**src/rtl/mstage_pkg.sv**
```systemverilog
package mstage_pkg;

  typedef enum logic [1:0] {
    PERM_NONE = 2'b00,
    PERM_RO   = 2'b01,
    PERM_RW   = 2'b11
  } perm_e;

  localparam logic [1:0] TRANS_IDLE   = 2'b00;
  localparam logic [1:0] TRANS_BUSY   = 2'b01;
  localparam logic [1:0] TRANS_NONSEQ = 2'b10;
  localparam logic [1:0] TRANS_SEQ    = 2'b11;

  // owner of the current data phase
  typedef enum logic [1:0] {
    DPH_LOCAL = 2'b00,
    DPH_FWD   = 2'b01,
    DPH_ERR1  = 2'b10,
    DPH_ERR2  = 2'b11
  } dph_e;

endpackage

```
**src/rtl/mstage_addr_dec.sv**
```systemverilog
module mstage_addr_dec #(
  parameter int unsigned ADDR_W  = 32,
  parameter int unsigned NUM_SLV = 4,
  parameter logic [NUM_SLV-1:0][ADDR_W-1:0] SLV_BASE = '0,
  parameter logic [NUM_SLV-1:0][ADDR_W-1:0] SLV_MASK = '0
) (
  input  logic [ADDR_W-1:0]  addr_i,
  output logic [NUM_SLV-1:0] hit_oh_o,
  output logic               any_hit_o
);

  logic [NUM_SLV-1:0] raw_hit;

  for (genvar g = 0; g < NUM_SLV; g++) begin : g_region
    assign raw_hit[g] = ((addr_i & SLV_MASK[g]) == SLV_BASE[g]);
  end

  // lowest index wins on overlap
  always_comb begin
    logic found;
    found    = 1'b0;
    hit_oh_o = '0;
    for (int i = 0; i < int'(NUM_SLV); i++) begin
      if (raw_hit[i] && !found) begin
        hit_oh_o[i] = 1'b1;
        found       = 1'b1;
      end
    end
  end

  assign any_hit_o = |raw_hit;

endmodule

```
**src/rtl/mstage_perm_chk.sv**
```systemverilog
module mstage_perm_chk
  import mstage_pkg::*;
#(
  parameter int unsigned ADDR_W  = 32,
  parameter int unsigned NUM_SLV = 4,
  parameter logic [NUM_SLV-1:0][1:0] SLV_PERM = '0,
  parameter bit          IS_FABRIC = 1'b0,
  parameter logic [ADDR_W-1:0] PROT_BASE = '0,
  parameter logic [ADDR_W-1:0] PROT_MASK = '0
) (
  input  logic [ADDR_W-1:0]  addr_i,
  input  logic               write_i,
  input  logic               en_i,
  input  logic [NUM_SLV-1:0] hit_oh_i,
  input  logic               any_hit_i,
  output logic               refuse_o
);

  logic [1:0] perm_sel;
  logic       prot_hit;
  logic       rd_ok;
  logic       wr_ok;

  always_comb begin
    perm_sel = '0;
    for (int i = 0; i < int'(NUM_SLV); i++) begin
      perm_sel |= {2{hit_oh_i[i]}} & SLV_PERM[i];
    end
  end

  if (IS_FABRIC) begin : g_prot
    assign prot_hit = ((addr_i & PROT_MASK) == PROT_BASE);
  end else begin : g_noprot
    assign prot_hit = 1'b0;
  end

  assign wr_ok = (perm_sel == PERM_RW);
  assign rd_ok = (perm_sel == PERM_RO) || (perm_sel == PERM_RW);

  assign refuse_o = !en_i || !any_hit_i || prot_hit ||
                    (write_i ? !wr_ok : !rd_ok);

endmodule

```
**src/rtl/mstage_resp_fsm.sv**
```systemverilog
module mstage_resp_fsm
  import mstage_pkg::*;
(
  input  logic clk_i,
  input  logic rst_ni,
  input  logic active_i,
  input  logic refuse_i,
  input  logic hready_i,
  input  logic hresp_i,
  output logic hready_o,
  output logic hresp_o,
  output logic err_set_o,
  output dph_e dph_o
);

  dph_e dph_q, dph_d;

  always_comb begin
    unique case (dph_q)
      DPH_FWD:  begin hready_o = hready_i; hresp_o = hresp_i; end
      DPH_ERR1: begin hready_o = 1'b0;     hresp_o = 1'b1;    end
      DPH_ERR2: begin hready_o = 1'b1;     hresp_o = 1'b1;    end
      default:  begin hready_o = 1'b1;     hresp_o = 1'b0;    end
    endcase
  end

  always_comb begin
    dph_d = dph_q;
    if (hready_o) begin
      if (active_i) dph_d = refuse_i ? DPH_ERR1 : DPH_FWD;
      else          dph_d = DPH_LOCAL;
    end else if (dph_q == DPH_ERR1) begin
      dph_d = DPH_ERR2;
    end
  end

  always_ff @(posedge clk_i or negedge rst_ni) begin
    if (!rst_ni) dph_q <= DPH_LOCAL;
    else         dph_q <= dph_d;
  end

  assign err_set_o = hready_o && active_i && refuse_i;
  assign dph_o     = dph_q;

endmodule

```
**src/rtl/ahb_mstage_guard.sv**
```systemverilog
module ahb_mstage_guard
  import mstage_pkg::*;
#(
  parameter int unsigned ADDR_W  = 32,
  parameter int unsigned NUM_SLV = 4,
  parameter logic [NUM_SLV-1:0][ADDR_W-1:0] SLV_BASE =
    {32'h6000_0000, 32'h4000_0000, 32'h2000_0000, 32'h0000_0000},
  parameter logic [NUM_SLV-1:0][ADDR_W-1:0] SLV_MASK =
    {32'hFFFF_0000, 32'hF000_0000, 32'hF000_0000, 32'hF000_0000},
  parameter logic [NUM_SLV-1:0][1:0] SLV_PERM = {2'b11, 2'b00, 2'b01, 2'b11},
  parameter bit          IS_FABRIC = 1'b1,
  parameter logic [ADDR_W-1:0] PROT_BASE = 32'h0000_F000,
  parameter logic [ADDR_W-1:0] PROT_MASK = 32'hFFFF_F000
) (
  input  logic               clk_i,
  input  logic               rst_ni,
  input  logic [ADDR_W-1:0]  haddr_i,
  input  logic [1:0]         htrans_i,
  input  logic               hwrite_i,
  input  logic               hready_i,
  input  logic               hresp_i,
  input  logic               master_en_i,
  input  logic               err_clr_i,
  output logic [NUM_SLV-1:0] slv_sel_o,
  output logic               hready_o,
  output logic               hresp_o,
  output logic               err_sticky_o
);

  logic [NUM_SLV-1:0] hit_oh;
  logic               any_hit;
  logic               refuse;
  logic               active;
  logic               err_set;
  logic               sticky_q;
  dph_e               dph_q;

  assign active = (htrans_i == TRANS_NONSEQ) || (htrans_i == TRANS_SEQ);

  mstage_addr_dec #(
    .ADDR_W  (ADDR_W),
    .NUM_SLV (NUM_SLV),
    .SLV_BASE(SLV_BASE),
    .SLV_MASK(SLV_MASK)
  ) u_dec (
    .addr_i   (haddr_i),
    .hit_oh_o (hit_oh),
    .any_hit_o(any_hit)
  );

  mstage_perm_chk #(
    .ADDR_W   (ADDR_W),
    .NUM_SLV  (NUM_SLV),
    .SLV_PERM (SLV_PERM),
    .IS_FABRIC(IS_FABRIC),
    .PROT_BASE(PROT_BASE),
    .PROT_MASK(PROT_MASK)
  ) u_chk (
    .addr_i   (haddr_i),
    .write_i  (hwrite_i),
    .en_i     (master_en_i),
    .hit_oh_i (hit_oh),
    .any_hit_i(any_hit),
    .refuse_o (refuse)
  );

  mstage_resp_fsm u_fsm (
    .clk_i    (clk_i),
    .rst_ni   (rst_ni),
    .active_i (active),
    .refuse_i (refuse),
    .hready_i (hready_i),
    .hresp_i  (hresp_i),
    .hready_o (hready_o),
    .hresp_o  (hresp_o),
    .err_set_o(err_set),
    .dph_o    (dph_q)
  );

  // no forward while the first error cycle stalls the master
  assign slv_sel_o = hit_oh & {NUM_SLV{active && !refuse && (dph_q != DPH_ERR1)}};

  // set wins over clear
  always_ff @(posedge clk_i or negedge rst_ni) begin
    if (!rst_ni)        sticky_q <= 1'b0;
    else if (err_set)   sticky_q <= 1'b1;
    else if (err_clr_i) sticky_q <= 1'b0;
  end

  assign err_sticky_o = sticky_q;

endmodule

```
**config.mk**
```make
export PLATFORM = sky130hd
export DESIGN_NAME = ahb_mstage_guard
export DESIGN_NICKNAME = d
export VERILOG_FILES = /design/src/rtl/mstage_pkg.sv /design/src/rtl/mstage_addr_dec.sv /design/src/rtl/mstage_perm_chk.sv /design/src/rtl/mstage_resp_fsm.sv /design/src/rtl/ahb_mstage_guard.sv
export SDC_FILE = /design/constraint.sdc
export NUM_CORES = 1
export LEC_CHECK = 0
export BUFFER_PORTS_ARGS = -buffer_cell sky130_fd_sc_hd__buf_4
export CAP_MARGIN = 20
export CORE_AREA = 2 2 39 41
export CTS_BUF_LIST = sky130_fd_sc_hd__clkbuf_2
export CTS_CLUSTER_DIAMETER = 120
export DETAILED_ROUTE_END_ITERATION = 16
export DIE_AREA = 0 0 41 43
export PLACE_DENSITY_LB_ADDON = 0.08
export SLEW_MARGIN = 40
export SYNTH_ARGS = -nofsm -noshare
export SYNTH_HDL_FRONTEND = slang
export SYNTH_SLANG_ARGS = --single-unit
```
**constraint.sdc**
```tcl
create_clock -name clk_i -period 1.9 [get_ports clk_i]
set_clock_uncertainty 0.2 [all_clocks]
set_input_delay 0.38 -clock clk_i [delete_from_list [all_inputs] [get_ports clk_i]]
set_output_delay 0.38 -clock clk_i [all_outputs]
set_load 0.1 [all_outputs]
```
Yosys cells after proc, flatten, opt, wreduce, memory -nomap -nowiden
Cells that the tools add are included.

Output and inout port bits: 7. Bits of input ports: 41. Register bits: 3. Word-level logic and storage cells: 57.

Bitwise gates (word level): 3. Reductions and logical operators: 25. Equal/unequal tests: 12. Muxes and demuxes: 15.

Operators by type and width (number): logical NOT 32 bit (1); == test 20 x 4 -> 1 bit, second input constant (1); == test 16 x 15 -> 1 bit, second input constant (1); == test 2 bit, second input constant (5); 2-to-1 mux 1 bit (9); logical NOT 1 bit (8); 2-to-1 mux 2 bit (4); logical AND 1 bit (7); logical OR 1 bit (5); bitwise AND 4 bit (1); == test 2 x 1 -> 1 bit, second input constant (2); == test 4 x 2 -> 1 bit, second input constant (1); == test 4 x 3 -> 1 bit, second input constant (1); case mux 1 bit (2 select lines) (2); nonzero test 2 bit (2); OR reduction 4 bit (1); inequality test 2 bit, second input constant (1); OR 2 x 1 -> 2 bit (1); OR 2 bit (1); OR reduction 2 bit (1).

Logic depth before layout (Yosys ltp)
Gate-level depths: netlist (run 1).

Depth after elaboration: 21. Mapped depth: 4. Depth with buffers taken out: 4.

Hierarchy
Synthesis (run 1) repeated with hierarchy kept, for this count alone.

Cell total of the unflattened synthesis: 42. Area, all modules: 344.1 µm².

By module, submodules not included: mstage_resp_fsm (cells an instance 11, area each 106.4 µm², seq. area each 50.0 µm², instances 1); ahb_mstage_guard (cells an instance 9, area each 93.8 µm², seq. area each 25.0 µm², instances 1); mstage_perm_chk (cells an instance 11, area each 78.8 µm², seq. area each 0.0 µm², instances 1); mstage_addr_dec (cells an instance 11, area each 65.1 µm², seq. area each 0.0 µm², instances 1).

Least setup slack after synthesis (run 1)
OpenSTA, ideal clock, no wires.

Kind: input-to-output. From: input port haddr_i[17]. To: output port slv_sel_o[3]. Buffers on the path: 0. Data arrival time: 2.120 ns. Stages: 3. Data required time: 1.320 ns. Slack: -0.800 ns. Cell sequence: nor4_2 nand4_1 nor2_1.

Cells in the longest elaborated chain, start to end: 13. Elaborated cells on any way between the ends: 20. Those cells by class: 4 x eq/ne; 2 x mux; 2 x bitwise; 12 x reduce/logical.

Ends and longest elaborated chain: from (decl) (line ahb_mstage_guard.sv:17) `input logic [ADDR_W-1:0] haddr_i,`; == test 16 x 15 -> 1 bit (line mstage_addr_dec.sv:15) `assign raw_hit[g] = ((addr_i & SLV_MASK[g]) == SLV_BASE[g]);`; logical AND 1 bit (line mstage_addr_dec.sv:24) `if (raw_hit[i] && !found) begin`; 2-to-1 mux 1 bit (line mstage_addr_dec.sv:24); OR 2 bit (line mstage_perm_chk.sv:27) `perm_sel |= {2{hit_oh_i[i]}} & SLV_PERM[i];`; == test 2 x 1 -> 1 bit or == test 2 bit (tied branches) (line mstage_perm_chk.sv:38, mstage_perm_chk.sv:37); logical OR 1 bit (line mstage_perm_chk.sv:38) `assign rd_ok = (perm_sel == PERM_RO) || (perm_sel == PERM_RW);`; logical NOT 1 bit (line mstage_perm_chk.sv:41) `(write_i ? !wr_ok : !rd_ok);`; 2-to-1 mux 1 bit (line mstage_perm_chk.sv:41); logical OR 1 bit (line mstage_perm_chk.sv:40) `assign refuse_o = !en_i || !any_hit_i || prot_hit ||`; logical NOT 1 bit (line ahb_mstage_guard.sv:81) `assign slv_sel_o = hit_oh & {NUM_SLV{active && !refuse && (dph_q != DPH_ERR1)}};`; logical AND 1 bit (2 in a row) (line ahb_mstage_guard.sv:81); bitwise AND 4 bit (*) (line ahb_mstage_guard.sv:81); to (decl) (line ahb_mstage_guard.sv:24) `output logic [NUM_SLV-1:0] slv_sel_o,`.

Every way passes the cells marked *; elsewhere a longest branch is shown, timed or not.

Worst setup path after layout (run 1)
From: input port haddr_i[18]. To: output port slv_sel_o[0].

Cells in the longest elaborated chain, start to end: 13. Elaborated cells on any way between the ends: 20. Those cells by class: 4 x eq/ne; 2 x mux; 2 x bitwise; 12 x reduce/logical.

Ends and longest elaborated chain (line): == test 16 x 15 -> 1 bit (mstage_addr_dec.sv:15); logical AND 1 bit (mstage_addr_dec.sv:24); 2-to-1 mux 1 bit (mstage_addr_dec.sv:24); OR 2 bit (mstage_perm_chk.sv:27); == test 2 x 1 -> 1 bit or == test 2 bit (tied branches) (mstage_perm_chk.sv:38, mstage_perm_chk.sv:37); logical OR 1 bit (mstage_perm_chk.sv:38); logical NOT 1 bit (mstage_perm_chk.sv:41); 2-to-1 mux 1 bit (mstage_perm_chk.sv:41); logical OR 1 bit (*) (mstage_perm_chk.sv:40); logical NOT 1 bit (*) (ahb_mstage_guard.sv:81); logical AND 1 bit (*) (2 in a row) (ahb_mstage_guard.sv:81); bitwise AND 4 bit (*) (ahb_mstage_guard.sv:81).

Marked as above.

==> flow_summary.toml, run 1 <==
[hold_path]
min_to = "u_fsm.dph_o[0]"
worstHoldStart = "htrans_i[1]"
holdCritPathClass = "in -> reg"
hold_path_depth = 2

[sta]
worst_slack_ns = -0.213
setup_tns_ns = -0.376
max_freq_mhz = 473
min_period_over_period_pct = 111
rsz0062_at_grt = "yes"
finalSetupViolations = 3
drv_slew = 0
layout_min_cycle_time_ns = 2.11
hold_viol = 0

[synth]
syn_area_sq_um = 288
synth.area.top_cells = "dfrtp_1 26%, nor4_2 13%, nand4_1 6.5%"
synth_top_area_share_pct = 26.1
yosysWarningCount = 0
synth_most_common_cell = "nand2_1"
synth_edf_count = 0
yosysUniqueCellTypes = 22
synth_top_cell_by_area = "dfrtp_1"
async_flop_share_pct = 100
ys.flop_type = "dfrtp_1"
ys_seq_area_share_pct = 26.1
ys_top_cells_by_count = "4 x nand2_1, 3 x dfrtp_1, 3 x nand4_1, 3 x nor2_1, 3 x nor4_2"
postSynthCellCount = 34
ys_ff_latch = 3
synth_fp_nets = 75
syn_area_per_cell_sq_um = 8.46

[status]
violations = "negative setup slack"
status = "finished with violations"

[drt]
wirelength_um = 1060
drt_iter0_drc = 3
ant_nets = 0
viasPerCell = 4.80
wl_per_cell_um = 11.1
vias = 456
dr.pass1.iters = 3
drc = 0

[cells_and_area]
fin_area_sq_um = 763
num-fill-cells = 131
antenna_cells = 0
synthToLayoutAreaGrowth_pct = 165
nets = 121
drive_gt1_share_pct = 67.1

[floorplan]
die_w_um = 41
die_area_sq_um = 1760
row_count = 14
io_pins = 48
floorplan.initialDensity_pct = 20.8
die_h_um = 43
core_area_sq_um = 1380

[global_routing]
grt_max_degree = 7
grt_pass1_vias = 478
grt_pass1_wl_um = 1790
grt_util_all_layers_pct = 15.1
grt-ovfl-total = 0
antenna_found_initial = 0

[power]
p_per_area_nw_per_um2 = 996
pwr-share-seq_pct = 15.2
internal_power_uw = 340
leakagePower_nw = 0.347
switching_share_pct = 55.3
p_clk_share_pct = 12.9
ir_worst_vdd_uv = 425
power.switching_uw = 421
comb_power_share_pct = 71.9

[placement]
place_area_sq_um = 648
place_hpwl_um = 802
gp_congestion = 0.669
port_buffers = 33

[clocking]
clockBufferDepth = 2
clk_pin_slew_ns = 0.05
cts_sinks = 3
cts_root_buf = "clkbuf_2"
clock_latency_ns = 0.23
cts_made_buffers = 3
cts_tree = "yes"
cts.htree.levels = 1

[worst_setup_path]
rr_worst_depth = 5
r2r_start = "u_fsm.dph_o[1]"
r2r_end = "err_sticky_o"
reg2reg_slack_ns = 0.51
cp.required_ns = 1.32
critPathCaptureType = "output pin"
cp.arrival_ns = 1.53
startpoint_type = "input port"
critPathMaxFanout = 2
path_class = "in -> out"

[run]
cap_violations = 0
## worst max path at each step
stage	start	endpoint	cells after the start
floorplan	haddr_i[21]	slv_sel_o[1]	4
finish	haddr_i[18]	slv_sel_o[0]	6
global route	haddr_i[18]	slv_sel_o[0]	6
detailed placement	haddr_i[17]	slv_sel_o[0]	6
global placement	haddr_i[17]	slv_sel_o[0]	6
CTS	haddr_i[26]	slv_sel_o[0]	6
## critical path, stage by stage
cell     delay [ns]
buf_6          0.10
nor4_4         0.29
nand4_1        0.14
o31a_1         0.27
and3b_4        0.19
buf_12         0.16
## cells in the final DEF (no fill, tap or decap)
cell / instances
a21o_1: 1
a311o_1: 1
a311oi_1: 1
a41oi_1: 1
and3_1: 1
and3b_4: 1
and4_4: 1
buf_12: 4
buf_4: 31
buf_6: 6
clkbuf_2: 4
conb_1: 1
dfrtp_1: 3
dlygate4sd3_1: 1
nand2_1: 4
nand2b_1: 1
nand3_1: 1
nand4_1: 3
nor2_1: 1
nor2_4: 2
nor2b_1: 2
nor3_2: 1
nor3b_1: 1
nor4_4: 3
nor4bb_1: 1
o21ai_1: 1
o31a_1: 1
## repair_timing
| action | 4_1_cts | 5_1_grt |
|---|---|---|
| pin swaps | 7 | 2 |
| setup buffers | 1 | 0 |
| resized for setup | 17 | 2 |
| hold endpoints to repair | 3 | 0 |
| hold buffers | 1 | 0 |
| gates cloned | 0 | 0 |
| setup endpoints to repair | 4 | 4 |
## power by group through the flow
stage	logic (mW)	registers [mW]	clock network [mW]
final	0.547	0.116	0.0981
after global routing	0.577	0.119	0.107
after detailed placement	0.499	0.117	0
after CTS	0.520	0.117	0.102
after global placement	0.500	0.118	0
after floorplan	0.297	0.182	0
## through the flow
| step | hold WS [ns] | power (mW) | utilization (%) | worst slack, ns | cells |
|---|---|---|---|---|---|
| 2_1_floorplan | -0.116 | 0.480 | - | -0.0885 | 34 |
| 3_3_place_gp | -0.0302 | 0.618 | 46.8 | -0.345 | 89 |
| 3_5_place_dp | -0.0306 | 0.616 | 46.8 | -0.343 | 89 |
| 4_1_cts | 0.237 | 0.739 | 54.5 | -0.197 | 95 |
| 5_1_grt | 0.248 | 0.803 | 55.2 | -0.286 | 95 |
| 6_report | 0.246 | 0.760 | 55.2 | -0.213 | 95 |
## cell families (layout without fill, tap and decap cells)
group	Yosys count	in the layout	synth area share, %
AO/OA/AOI/OAI	6	6	17.0
buffers and inverters	1	46	2.61
flip-flops	3	3	26.1
other	1	1	1.30
AND/OR/NAND/NOR	23	23	53.0
## final cells by class
cell class | instances | area [sq um] | share of cell area, %
Tap cell | 16 | 20.0 | 2.62
Clock buffer | 4 | 20.0 | 2.62
Sequential cell | 3 | 75.1 | 9.84
Timing Repair Buffer | 42 | 390 | 51.1
Multi-Input combinational cell | 30 | 258 | 33.8
## sequential cells by signal, indices dropped and copies added, names as in the netlist
signal / cells
err_sticky_o: 1
u_fsm.dph_o: 2
## layer usage
layer  up-vias  track usage [%]  wire length, um
met5         -                0                0
met4         0             12.0               25
met3         2             1.57               76
met2        21             24.7              548
met1       209             16.3              405
li1        224                -                -
Note: power is estimated with default switching activity, not from simulation.
==> run 2: changes to the inputs <==
- clock period: 1.9 -> 2.7 ns (I/O delays scaled with it)
==> run 2 against run 1 <==
  * The run now ends clean
  * Sequential power decreased by 30%
  * Utilization decreased by 12 points
  * Critical path depth did not move
  * Total power shrank 38%
  * Sequential share of layout area increased by 2.8 points
  * Global-route usage fell by 2.7 points
  * Final area shrank 22%
  * Clock-buffer cell count unchanged
  * Die area did not move
  * Flip-flop and latch count is the same
  * Combinational power is 40% lower
  * Critical path type unchanged
  * Critical endpoint unchanged
  * Largest cell class unchanged
  * Largest power group unchanged
==> flow_summary.toml, run 2 (synthesis results as in run 1) <==
[global_routing]
grt_use_met2_pct = 20.9
grt_max_degree = 7
met3_usage_pct = 0
antenna_found_initial = 0
grt_util_all_layers_pct = 12.4
top_usage_layer = "met2"
grt_pass1_vias = 436
grt-ovfl-total = 0
grtUsageMet1_pct = 14.4
grt_pass1_wl_um = 1540

[sta]
hold_viol = 0
min_period_over_period_pct = 96.2
layout_min_cycle_time_ns = 2.60
finalSetupViolations = 0
drv_slew = 0
rsz0062_at_grt = "no"
setup_tns_ns = 0
max_freq_mhz = 385

[clocking]
hold_buffers = 1
post_cts_buffers = 0
cts.htree.levels = 1
cts_resized = 0
clock_latency_ns = 0.20
cts_root_buf = "clkbuf_2"
cts_sinks = 3
clockBufferDepth = 2
cts_made_buffers = 3
cts_tree = "yes"
clk_pin_slew_ns = 0.05

[worst_setup_path]
critPathCaptureType = "output pin"
startpoint_type = "input port"
critPathTopFamily = "simple AND/OR/NAND/NOR gates"
cpMaxStageDelayCell = "nor4_2"
slowest_delay_ns = 0.32
path_common_cell = "buf_4"
path_buf_inv = 2
worstPathCellList = "buf_4, nor4_2, nand4_1, o31a_1, and3b_1, buf_4"
cp.arrival_ns = 1.86
cp.required_ns = 1.96
critPathMaxFanout = 4
path_class = "in -> out"

[status]
status = "completed"

[power]
internal_power_uw = 198
p_per_area_nw_per_um2 = 794
p_clk_share_pct = 13.2
leakagePower_nw = 0.293
switching_share_pct = 58.1
pwr-share-seq_pct = 17.3
comb_power_share_pct = 69.6
power.switching_uw = 275
ir_worst_vdd_uv = 232

[drt]
drc = 0
wl_per_cell_um = 10.3
drt_iter0_drc = 4
dr.pass1.iters = 4
wirelength_um = 913
vias = 410
viasPerCell = 4.61
ant_nets = 0

[cells_and_area]
multiInputGateArea_sq_um = 208
largest_register_ffs = 2
antenna_cells = 0
post-route-util_pct = 43.0
nets = 115
num-fill-cells = 156
synthToLayoutAreaGrowth_pct = 107
final_cells = 89
drive_gt1_share_pct = 58.9
mostFrequentLayoutCell = "buf_4"
layout_common_cells = "35 x buf_4, 4 x nand2_1, 4 x clkbuf_2"
regArea_sq_um = 75.1

[floorplan]
core_area_sq_um = 1380
die_area_sq_um = 1760
die_w_um = 41
io_pins = 48
floorplan.initialDensity_pct = 20.8
die_h_um = 43
row_count = 14

[placement]
gp_congestion = 0.660
place_hpwl_um = 777
place_inst = 84
port_buffers = 33

[run]
cap_violations = 0

[hold_path]
holdCritPathClass = "reg -> reg"
==> run 2: cell count changes in the layout (fill, tap and decap cells not counted), sizes merged <==
cell	delta
buf	-6
==> run 2: worst paths after layout <==
| kind | from | end | slack [ns] | cells past startpoint |
|---|---|---|---|---|
| setup / recovery | haddr_i[21] | slv_sel_o[0] | 0.10 | 6 |
| hold / removal | u_fsm.dph_o[0] | u_fsm.dph_o[1] | 0.43 | 3 |
| setup reg to reg | u_fsm.dph_o[1] | err_sticky_o | 1.24 | 4 |
| hold reg to reg | u_fsm.dph_o[0] | u_fsm.dph_o[1] | 0.43 | 3 |
| max in group asynchronous | rst_ni | u_fsm.dph_o[0] | 1.74 | 2 |
| min in group asynchronous | rst_ni | u_fsm.dph_o[1] | 0.46 | 2 |
==> run 2: worst register-to-register path, cell delays in order, from the launching register on <==
cell	delay [ns]
dfrtp_1	0.40
nor3b_1	0.32
nor2_1	0.14
a41oi_1	0.19
o21ai_1	0.09
==> run 2: metal layers <==
| metal | wire (um) | part of all wire [%] |
|---|---|---|
| met1 | 368 | 40 |
| met2 | 471 | 52 |
| met3 | 73 | 8.0 |
| met4 | 0 | 0 |
| met5 | 0 | 0 |
==> run 2: layout make-up <==
type | instances | area share [%]
clock buffers | 4 | 3.36
multi-input cells | 30 | 34.9
flip-flops and latches | 3 | 12.6
well taps | 16 | 3.36
repair buffers | 36 | 45.8
==> run 2: power by group through the flow <==
stage,logic [mW],clock network [mW],registers [mW]
after floorplan,0.196,0,0.128
after global placement,0.328,0,0.0822
after detailed placement,0.329,0,0.0829
after CTS,0.331,0.0648,0.0823
after global routing,0.347,0.0676,0.0836
final,0.329,0.0622,0.0817
==> run 2: stage by stage <==
step | total power, mW | hold slack [ns] | area [sq um] | setup WS (ns)
detailed placement | 0.411 | 0.130 | 566 | 0.105
finish | 0.473 | 0.431 | 596 | 0.104
global route | 0.498 | 0.450 | 596 | 0.0401
floorplan | 0.324 | 0.0444 | 290 | 0.00633
global placement | 0.411 | 0.130 | 566 | 0.112
CTS | 0.478 | 0.426 | 596 | 0.103
